--- src/rtl/conv_fifo_pkg.sv ---
// Shared constants and types for the converter output FIFO.
// Assumes a word of 16 value bits plus top-bit copy and overflow bits.
package conv_fifo_pkg;
    localparam int WORD_W = 18;
    typedef logic [WORD_W-1:0] word_t;
    // Status codes {hi,lo}
    localparam logic [1:0] ST_EMPTY = 2'b01;
    localparam logic [1:0] ST_LOW   = 2'b00;
    localparam logic [1:0] ST_HIGH  = 2'b10;
    localparam logic [1:0] ST_FULL  = 2'b11;
endpackage

--- src/rtl/cf_sync.sv ---
// Multi-bit level synchroniser: each bit passes through STAGES flops.
// Assumes bits are independent, slow-changing levels.
module cf_sync #(
    parameter int WIDTH  = 3,
    parameter int STAGES = 2
) (
    input  logic             clk,
    input  logic             rst_n,
    input  logic [WIDTH-1:0] rst_val,
    input  logic [WIDTH-1:0] d,
    output logic [WIDTH-1:0] q
);
    logic [WIDTH-1:0] chain [STAGES];

    // Shift the raw inputs through the synchroniser chain.
    always_ff @(posedge clk) begin
        if (!rst_n) begin
            for (int s = 0; s < STAGES; s++) chain[s] <= rst_val;
        end else begin
            chain[0] <= d;
            for (int s = 1; s < STAGES; s++) chain[s] <= chain[s-1];
        end
    end

    assign q = chain[STAGES-1];
endmodule

--- src/rtl/cf_edge.sv ---
// Single-cycle pulse on one edge of a synchronised level.
// RISING selects the rising (1) or falling (0) edge variant.
module cf_edge #(
    parameter bit RISING = 1'b1
) (
    input  logic clk,
    input  logic rst_n,
    input  logic rst_val,
    input  logic lvl,
    output logic pulse
);
    logic prev;

    // Remember the level from the previous cycle.
    always_ff @(posedge clk) begin
        if (!rst_n) prev <= rst_val;
        else        prev <= lvl;
    end

    generate
        if (RISING) begin : g_rise
            assign pulse = lvl & ~prev;
        end else begin : g_fall
            assign pulse = ~lvl & prev;
        end
    endgenerate
endmodule

--- src/rtl/cf_store.sv ---
// First-word-fall-through storage with pointers and occupancy count.
// The head register holds the oldest unread word; a read with one word
// left empties the store but keeps the head. Writes when full are dropped.
// Assumes DEPTH is a power of two.
module cf_store
    import conv_fifo_pkg::*;
#(
    parameter int DEPTH = 16
) (
    input  logic                       clk,
    input  logic                       rst_n,
    input  logic                       wr_en,
    input  logic                       rd_en,
    input  logic                       clr,
    input  word_t                      din,
    output word_t                      head,
    output logic [$clog2(DEPTH):0]     count
);
    localparam int AW = $clog2(DEPTH);
    localparam logic [AW:0] FULL_CNT = (AW+1)'(DEPTH);

    word_t         mem [DEPTH];
    logic [AW-1:0] wptr, rptr;
    logic          wr_ok, rd_ok;

    assign wr_ok = wr_en && (count < FULL_CNT);
    assign rd_ok = rd_en && (count != '0);

    // Write accepted words into the array.
    always_ff @(posedge clk) begin
        if (wr_ok && !clr) mem[wptr] <= din;
    end

    // Advance pointers and occupancy; pin clear empties the store.
    always_ff @(posedge clk) begin
        if (!rst_n || clr) begin
            wptr  <= '0;
            rptr  <= '0;
            count <= '0;
        end else begin
            if (wr_ok) wptr <= wptr + 1'b1;
            if (rd_ok) rptr <= rptr + 1'b1;
            count <= count + (AW+1)'(wr_ok) - (AW+1)'(rd_ok);
        end
    end

    // Update the head word: fall-through on first write, next word on read.
    always_ff @(posedge clk) begin
        if (!rst_n) begin
            head <= '0;
        end else if (!clr) begin
            if (wr_ok && (count == '0 || (rd_ok && count == 1)))
                head <= din;
            else if (rd_ok && count >= 2)
                head <= mem[rptr + 1'b1];
        end
    end

    a_r4_full_drop: assert property (@(posedge clk) disable iff (!rst_n)
        (count == FULL_CNT && wr_en && !rd_en && !clr) |=> (count == FULL_CNT && $stable(head)));
    a_r5_empty_read_hold: assert property (@(posedge clk) disable iff (!rst_n)
        (count == '0 && rd_en && !wr_en && !clr) |=> (count == '0 && $stable(head)));
    a_r2_first_word: assert property (@(posedge clk) disable iff (!rst_n)
        (count == '0 && wr_en && !clr) |=> (head == $past(din)));
    a_r4_count_bound: assert property (@(posedge clk) disable iff (!rst_n)
        count <= FULL_CNT);
endmodule

--- src/rtl/cf_status.sv ---
// Registered two-bit fill status derived only from the occupancy count.
module cf_status
    import conv_fifo_pkg::*;
#(
    parameter int DEPTH = 16
) (
    input  logic                   clk,
    input  logic                   rst_n,
    input  logic [$clog2(DEPTH):0] count,
    output logic                   stat_hi,
    output logic                   stat_lo
);
    localparam int CW = $clog2(DEPTH) + 1;
    localparam logic [CW-1:0] HALF = CW'(DEPTH / 2);
    localparam logic [CW-1:0] FULL = CW'(DEPTH);

    logic [1:0] code;

    // Encode the fill level.
    always_comb begin
        if (count == '0)       code = ST_EMPTY;
        else if (count < HALF) code = ST_LOW;
        else if (count < FULL) code = ST_HIGH;
        else                   code = ST_FULL;
    end

    // Register the status bits.
    always_ff @(posedge clk) begin
        if (!rst_n) {stat_hi, stat_lo} <= ST_EMPTY;
        else        {stat_hi, stat_lo} <= code;
    end

    a_r6_empty_code: assert property (@(posedge clk) disable iff (!rst_n)
        (count == '0) |=> ({stat_hi, stat_lo} == ST_EMPTY));
    a_r6_full_code: assert property (@(posedge clk) disable iff (!rst_n)
        (count == FULL) |=> ({stat_hi, stat_lo} == ST_FULL));
endmodule

--- src/rtl/conv_fifo.sv ---
// Converter output FIFO with bypass. Synchronises the mode, read and
// end-of-conversion inputs, routes writes/reads to the store in buffered
// mode, keeps a direct register for bypass mode, and muxes the output.
// Assumes conv_result is stable around the falling edge of conv_busy.
module conv_fifo
    import conv_fifo_pkg::*;
#(
    parameter int DEPTH  = 16,
    parameter int STAGES = 2
) (
    input  logic              clk,
    input  logic              rst_n,
    input  logic              buf_mode,
    input  logic              conv_busy,
    input  logic              rd_strobe,
    input  logic [WORD_W-1:0] conv_result,
    output logic [WORD_W-1:0] out_word,
    output logic              stat_hi,
    output logic              stat_lo
);
    localparam int CW = $clog2(DEPTH) + 1;

    logic          mode_s, busy_s, rd_s;
    logic          done_p, rd_p;
    logic          wr_en, rd_en, clr;
    logic [CW-1:0] count_w;
    word_t         head_w, direct_q;

    cf_sync #(.WIDTH(3), .STAGES(STAGES)) u_sync (
        .clk(clk), .rst_n(rst_n), .rst_val(3'b101),
        .d({buf_mode, conv_busy, rd_strobe}),
        .q({mode_s, busy_s, rd_s})
    );

    cf_edge #(.RISING(1'b0)) u_done (
        .clk(clk), .rst_n(rst_n), .rst_val(1'b0), .lvl(busy_s), .pulse(done_p)
    );

    cf_edge #(.RISING(1'b1)) u_rd (
        .clk(clk), .rst_n(rst_n), .rst_val(1'b1), .lvl(rd_s), .pulse(rd_p)
    );

    assign wr_en = done_p && mode_s;
    assign rd_en = rd_p && mode_s;
    assign clr   = !mode_s && !rd_s;

    cf_store #(.DEPTH(DEPTH)) u_store (
        .clk(clk), .rst_n(rst_n), .wr_en(wr_en), .rd_en(rd_en), .clr(clr),
        .din(conv_result), .head(head_w), .count(count_w)
    );

    cf_status #(.DEPTH(DEPTH)) u_status (
        .clk(clk), .rst_n(rst_n), .count(count_w),
        .stat_hi(stat_hi), .stat_lo(stat_lo)
    );

    // Capture the newest conversion for the direct path.
    always_ff @(posedge clk) begin
        if (!rst_n)                direct_q <= '0;
        else if (done_p && !mode_s) direct_q <= conv_result;
    end

    assign out_word = mode_s ? head_w : direct_q;

    a_r7_direct_keeps_count: assert property (@(posedge clk) disable iff (!rst_n)
        (!mode_s && rd_s) |=> (count_w == $past(count_w)));
    a_r8_pin_clear: assert property (@(posedge clk) disable iff (!rst_n)
        (!mode_s && !rd_s) |=> (count_w == '0));
endmodule

--- config.mk ---
export PLATFORM = sky130hd
export DESIGN_NAME = conv_fifo
export DESIGN_NICKNAME = d
export VERILOG_FILES = /design/src/rtl/conv_fifo_pkg.sv /design/src/rtl/cf_sync.sv /design/src/rtl/cf_edge.sv /design/src/rtl/cf_store.sv /design/src/rtl/cf_status.sv /design/src/rtl/conv_fifo.sv
export SDC_FILE = /design/constraint.sdc
export NUM_CORES = 1
export LEC_CHECK = 0
export BUFFER_PORTS_ARGS = -buffer_cell sky130_fd_sc_hd__clkbuf_2
export CAP_MARGIN = 20
export CORE_MARGIN = 2
export CORE_UTILIZATION = 55
export DETAILED_ROUTE_END_ITERATION = 8
export PLACE_DENSITY_LB_ADDON = 0.2
export SETUP_SLACK_MARGIN = 0.05
export SLEW_MARGIN = 25
export SYNTH_ARGS = -nofsm -noshare
export SYNTH_HDL_FRONTEND = slang
export SYNTH_HIERARCHICAL = 1
export SYNTH_SLANG_ARGS = --single-unit
--- constraint.sdc ---
create_clock -name clk -period 3.07 [get_ports clk]
set_clock_uncertainty 0.2 [all_clocks]
set_input_delay 0.4605 -clock clk [delete_from_list [all_inputs] [get_ports clk]]
set_output_delay 0.4605 -clock clk [all_outputs]
set_load 0.01 [all_outputs]
## Word-level counts from Yosys, hierarchy flattened

Memories as Yosys holds them, arrays and structs flattened.
Index checks and enable logic that the tools add are counted.

- Flip-flop bits (word level): 53
- Word-level logic and storage cells: 60
- Memory bits (writable): 294
- Bits of input ports: 23
- Memories kept: 2

- Reductions and logical operators: 22
- Mux-type cells: 11
- Bitwise logic cells: 8
- Equal/unequal tests: 1
- Add/subtract/negate cells: 4
- Order comparisons: 3

Memory list:

| memory | words | bits a word | read ports | clocked after memory_dff | write ports | RTL line | text |
|---|---|---|---|---|---|---|---|
| u_store.mem | 16 | 18 | 1 | 0 | 1 | cf_store.sv:22 | `word_t mem [DEPTH];` |
| u_sync.chain | 2 | 3 | 2 | 0 | 2 | cf_sync.sv:13 | `logic [WIDTH-1:0] chain [STAGES];` |

Operators by type and width:

| cell | count |
|---|---|
| $mux W18 | 3 |
| $logic_and A1 B1 Y1 | 10 |
| $add A4 B1 Y4 const B | 2 |
| $mux W1 | 6 |
| $mux W3 | 2 |
| $add A5 B1 Y5 | 1 |
| $eq A5 B1 Y1 const B | 1 |
| $ge A5 B2 Y1 const B | 1 |
| $logic_not A5 Y1 | 1 |
| $lt A5 B4 Y1 const B | 1 |
| $lt A5 B5 Y1 const B | 1 |
| $reduce_bool A5 Y1 | 1 |
| $sub A5 B1 Y5 | 1 |
| $logic_not A1 Y1 | 4 |
| $not A1 Y1 | 4 |
| $reduce_or A3 Y1 | 1 |
| $and A1 B1 Y1 | 2 |
| $logic_or A1 B1 Y1 | 2 |
| $or A1 B1 Y1 | 2 |
| $reduce_and A2 Y1 | 1 |
| $reduce_bool A2 Y1 | 1 |
| $reduce_or A2 Y1 | 1 |

## Longest topological paths before layout

- Word-level depth: 9
- Gate-level depth with buffers: 16

## Hierarchy

Netlist, hierarchy kept.

By module, submodules not included:

| module | area each (sq um) | cells each | instances |
|---|---|---|---|
| cf_store | 13,073.8 | 832 | 1 |
| conv_fifo | 960.9 | 104 | 1 |
| cf_sync | 244.0 | 16 | 1 |
| cf_edge | 41.3 | 3 | 2 |
| cf_status | 62.6 | 5 | 1 |

## Least setup slack after synthesis

OpenSTA, ideal clock, no wires.

- Path type: register to register
- Start point: mem u_sync.chain[1][2] (netlist: u_sync/chain[0][5])
- End point: reg u_store.count[4]
- Period minus slack after synthesis: 2.790 ns
- Setup slack: 0.280 ns
- Arrival time: 2.447 ns
- Data required time: 2.727 ns
- Library setup time: 0.143 ns
- Cell stages (with the launch flop): 17
- Path through: dfxtp_1 > buf_4 > buf_2 > and2_1 > nor2b_1 > clkbuf_1 > inv_1 > ha_1 > inv_1 > ha_1 > inv_1 > fa_1 > nor2_1 > nor2_1 > nor2_1 > or3_1 > a21oi_1

RTL lines:

| what | RTL line | text |
|---|---|---|
| start, declared | cf_sync.sv:13 |  |
| end signal, assigned | cf_store.sv:43 | `count <= count + (AW+1)'(wr_ok) - (AW+1)'(rd_ok);` |
| end, declared | cf_store.sv:17 | `output logic [$clog2(DEPTH):0] count` |

## Worst setup path after layout

- Start point: reg u_store.count[3]
- End point: reg u_store.count[4]

- Elaborated cells between the ends (all ways): 6
- Classes of those cells: add/sub: 2; order compare: 1; reduce/logical: 3

RTL lines:

| what | RTL line | text |
|---|---|---|
| $reduce_bool A5 Y1 | cf_store.sv:27 | `assign rd_ok = rd_en && (count != '0);` |
| $logic_and A1 B1 Y1 | cf_store.sv:27 |  |
| named net u_store.rd_ok | cf_store.sv:24 | `logic wr_ok, rd_ok;` |
| $sub A5 B1 Y5 | cf_store.sv:43 |  |

The timed path passes the listed nets, and every way through them passes these cells.
A chain may end at the register's enable or synchronous reset.

==> flow_metrics.env <==
export IMPL_switchingPower_mw=2.389
export IMPL_grt_overflow=0
export IMPL_worst_pin_slew_ns=1.004
export IMPL_required_ns=3.25
export IMPL_hold_violations=0
export IMPL_cts_tree="done"
export IMPL_dieHeight_um=165.9
export IMPL_hpwl_mm=18.51
export IMPL_fin_tns_setup_ns=0
export IMPL_first_global_vias=7971
export IMPL_cts_setup_buffers=0
export IMPL_slowest_delay_ns=0.39
export IMPL_num_rows=59
export IMPL_final_common_cell="edfxtp_1"
export IMPL_clk_path_buf_depth=3
export IMPL_insertion_delay_ns=0.52
export IMPL_clock_power_share_pct=40.4
export IMPL_grt_max_degree=65
export IMPL_root_buffer="clkbuf_16"
export IMPL_seq_area_frac_synth_pct=68.15
export IMPL_final_cell_mix="288 x edfxtp_1, 159 x mux2i_1, 80 x nand2_1"
export IMPL_ys_ff_latch=347
export IMPL_nets=1068
export IMPL_seqPwrFrac_pct=50.3
export IMPL_crit_family="adder cells"
export IMPL_fin_ws_ns=0.3662
export IMPL_maxCapViolCount=0
export IMPL_hold_path_class="in2reg"
export IMPL_viasPerCell=5.978
export IMPL_drtIter0Drc=770
export IMPL_die_area_um2=27540
export IMPL_synth_edf_count=288
export IMPL_pin_count=43
export IMPL_grt_antenna_before_repair=0
export IMPL_postRouteAntennaNets=0
export IMPL_internal_power_mw=7.988
export IMPL_crit_fanout=4
export IMPL_core_um2=25910
export IMPL_cts_resized=0
export IMPL_cp_cell_sequence="inv_1, ha_1, nor3b_2, a21boi_4, ha_1, inv_1, ha_1, inv_1, fa_1, nor2_1, nor2_1, nor2_1, or3_1, a21oi_1"
export IMPL_grt_pass1_wl_mm=47.85
export IMPL_synth_area_leaders="edfxtp_1 60%, mux2i_1 11%, dfxtp_1 8.2%, nand3_1 2.4%, nand2_1 2.1%"
export IMPL_start_kind="flop"
export IMPL_synth_warnings=6
export IMPL_syn_cell_area_um2=14420
export IMPL_drt_pass1_iter_count=8
export IMPL_wl_met3_mm=2.007
export IMPL_comb_power_share_pct=9.3
export IMPL_dr_total_vias=8322
export IMPL_wl_met2_mm=14.76
export IMPL_synth_main_ff_cell="edfxtp_1"
export IMPL_powerDensity_nw_per_um2=637.1
export IMPL_yosysTopAreaCellShare_pct=59.96
export IMPL_clock_sinks=347
export IMPL_rsz0062_at_grt="no"
export IMPL_yosysUniqueCellTypes=48
export IMPL_m1WireLength_mm=14.01
export IMPL_setup_violations=0
export IMPL_antenna_cells=0
export IMPL_drc=0
export IMPL_slowest_stage="fa_1"
export IMPL_swShare_pct=23.02
export IMPL_h_tree_depth=2
export IMPL_slew_headroom_pct=32.88
export IMPL_utilization_pct=62.87
export IMPL_start_util_pct=55.67
export IMPL_die_w_um=165.9
export IMPL_layout_drive_gt1_share_pct=18.83
export IMPL_detail_route_wl_per_cell_um=22.59
export IMPL_leakage_nw=5.281
export IMPL_syn_to_final_growth_pct=12.93
export IMPL_routed_wl_mm=31.45
export IMPL_pre_cts_ws_ns=0.3837
export IMPL_max_freq_mhz=369.8
export IMPL_cp_num_buf_inv=3
export IMPL_cts_clk_slew_worst_paths_ns=0.06
export IMPL_fillerInstances=1929
export IMPL_finalCritPeriodShare_pct=88.07
export IMPL_cp_end_kind="flop"
export IMPL_post_route_cell_area_um2=16290
export IMPL_async_flop_share_pct=0
export IMPL_critical_path_class="reg2reg"
export IMPL_synth_area_leader_cell="edfxtp_1"
export IMPL_numCtsBuffers=36
export IMPL_io_buffers=42
export IMPL_finalMaxSlewViolations=0
export IMPL_gp_congestion=0.7961
export IMPL_avgSynthCellArea_um2=14.98
export IMPL_peakVddDrop_mv=0.3735
export IMPL_cp_arrival_ns=2.89
export IMPL_grt_util_all_layers_pct=22.68
export IMPL_min_period_ns=2.704
export IMPL_top_layer="met4"
export IMPL_dpl_cell_area_um2=15130
export IMPL_status="finished clean"
export IMPL_syn_inst=963
-- synth_stat cells, types with 2 or more instances --
master    number
a21boi_0       2
a21oi_1       20
a22o_1        17
a22oi_1       36
and2_1         2
buf_1          4
buf_2         30
buf_4          8
buf_6          6
clkbuf_1      11
conb_1         2
dfxtp_1       59
edfxtp_1     288
ha_1          14
inv_1         13
mux2_2        18
mux2_4         8
mux2i_1      159
mux4_2         2
nand2_1       80
nand2b_1       3
nand3_1       70
nand3b_1       2
nand4_1       19
nor2_1        36
nor2_2         2
nor2_4         3
nor2b_1        4
o21ai_0        2
o32ai_1        8
o32ai_2       10
or3_1          2
xnor2_1        5
xor2_1         4
-- flip-flops by register name (all words and copies together), names as in the netlist, 4 cells and up --
| name | flops |
|---|---|
| u_store/rptr | 4 |
| u_store/wptr | 4 |
| u_store/mem | 288 |
| u_store/head | 18 |
| u_store/count | 5 |
| u_sync/chain | 6 |
| direct_q | 18 |
-- per-stage QoR --
stage	hold WS, ns	cells	power [mW]
2_1_floorplan	0.2322	969	5.970
3_3_place_gp	0.2393	1324	6.263
3_5_place_dp	0.2496	1324	6.277
4_1_cts	0.1781	1392	10.44
5_1_grt	0.2222	1392	10.71
6_report	0.1826	1392	10.38
-- final timing paths --
path                    startpoint             endpoint  slack, ns  cells after the start
setup / recovery  u_store/count[3]     u_store/count[4]       0.37                     14
hold / removal     conv_result[16]  u_store/mem[15][16]       0.18                      1
setup reg to reg  u_store/count[3]     u_store/count[4]       0.37                     14
hold reg to reg       direct_q[10]         direct_q[10]       0.25                      2
-- area by class of cell --
| class | count | area (um^2) | share of cell area (%) |
|---|---|---|---|
| clock buffer | 46 | 979.7 | 6.014 |
| clock inverter | 19 | 153.9 | 0.9448 |
| inverter | 14 | 52.55 | 0.3226 |
| multi-input combinational | 549 | 4285 | 26.31 |
| sequential | 347 | 9831 | 60.35 |
| tap | 335 | 419.2 | 2.573 |
| timing repair buffer | 82 | 568.0 | 3.487 |
-- power groups by stage --
stage | clock [mW] | combinational [mW] | sequential (mW)
after CTS | 4.25 | 0.968 | 5.22
after detailed placement | 0 | 0.960 | 5.32
after global placement | 0 | 0.948 | 5.32
after floorplan | 0 | 0.662 | 5.31
after global routing | 4.44 | 1.05 | 5.22
final | 4.19 | 0.967 | 5.22
-- timing repair --
item                                    4_1_cts  5_1_grt
hold buffers                                  3        0
endpoints found under the hold margin         3        0
endpoints found under the setup margin        0        0
-- logic make-up after synthesis --
kind of cell	count (synthesis)	share of synthesized area [%]
AOI/OAI and AO/OA	101	5.838
xor gates and xnor gates	11	0.9282
adders and majority gates	15	1.353
buffers and inverters	73	2.680
DFF	347	68.15
muxes	187	13.58
other	2	0.05207
and+or+nand+nor	227	7.417
-- per-layer routing --
metal | GRT usage (%) | vias to the layer above
met1 | 32.71 | 4168
met5 | 0 | -
li1 | - | 3797
met3 | 3.551 | 57
met2 | 36.48 | 300
met4 | 5.822 | 0
(Power assumes the default switching activity.)
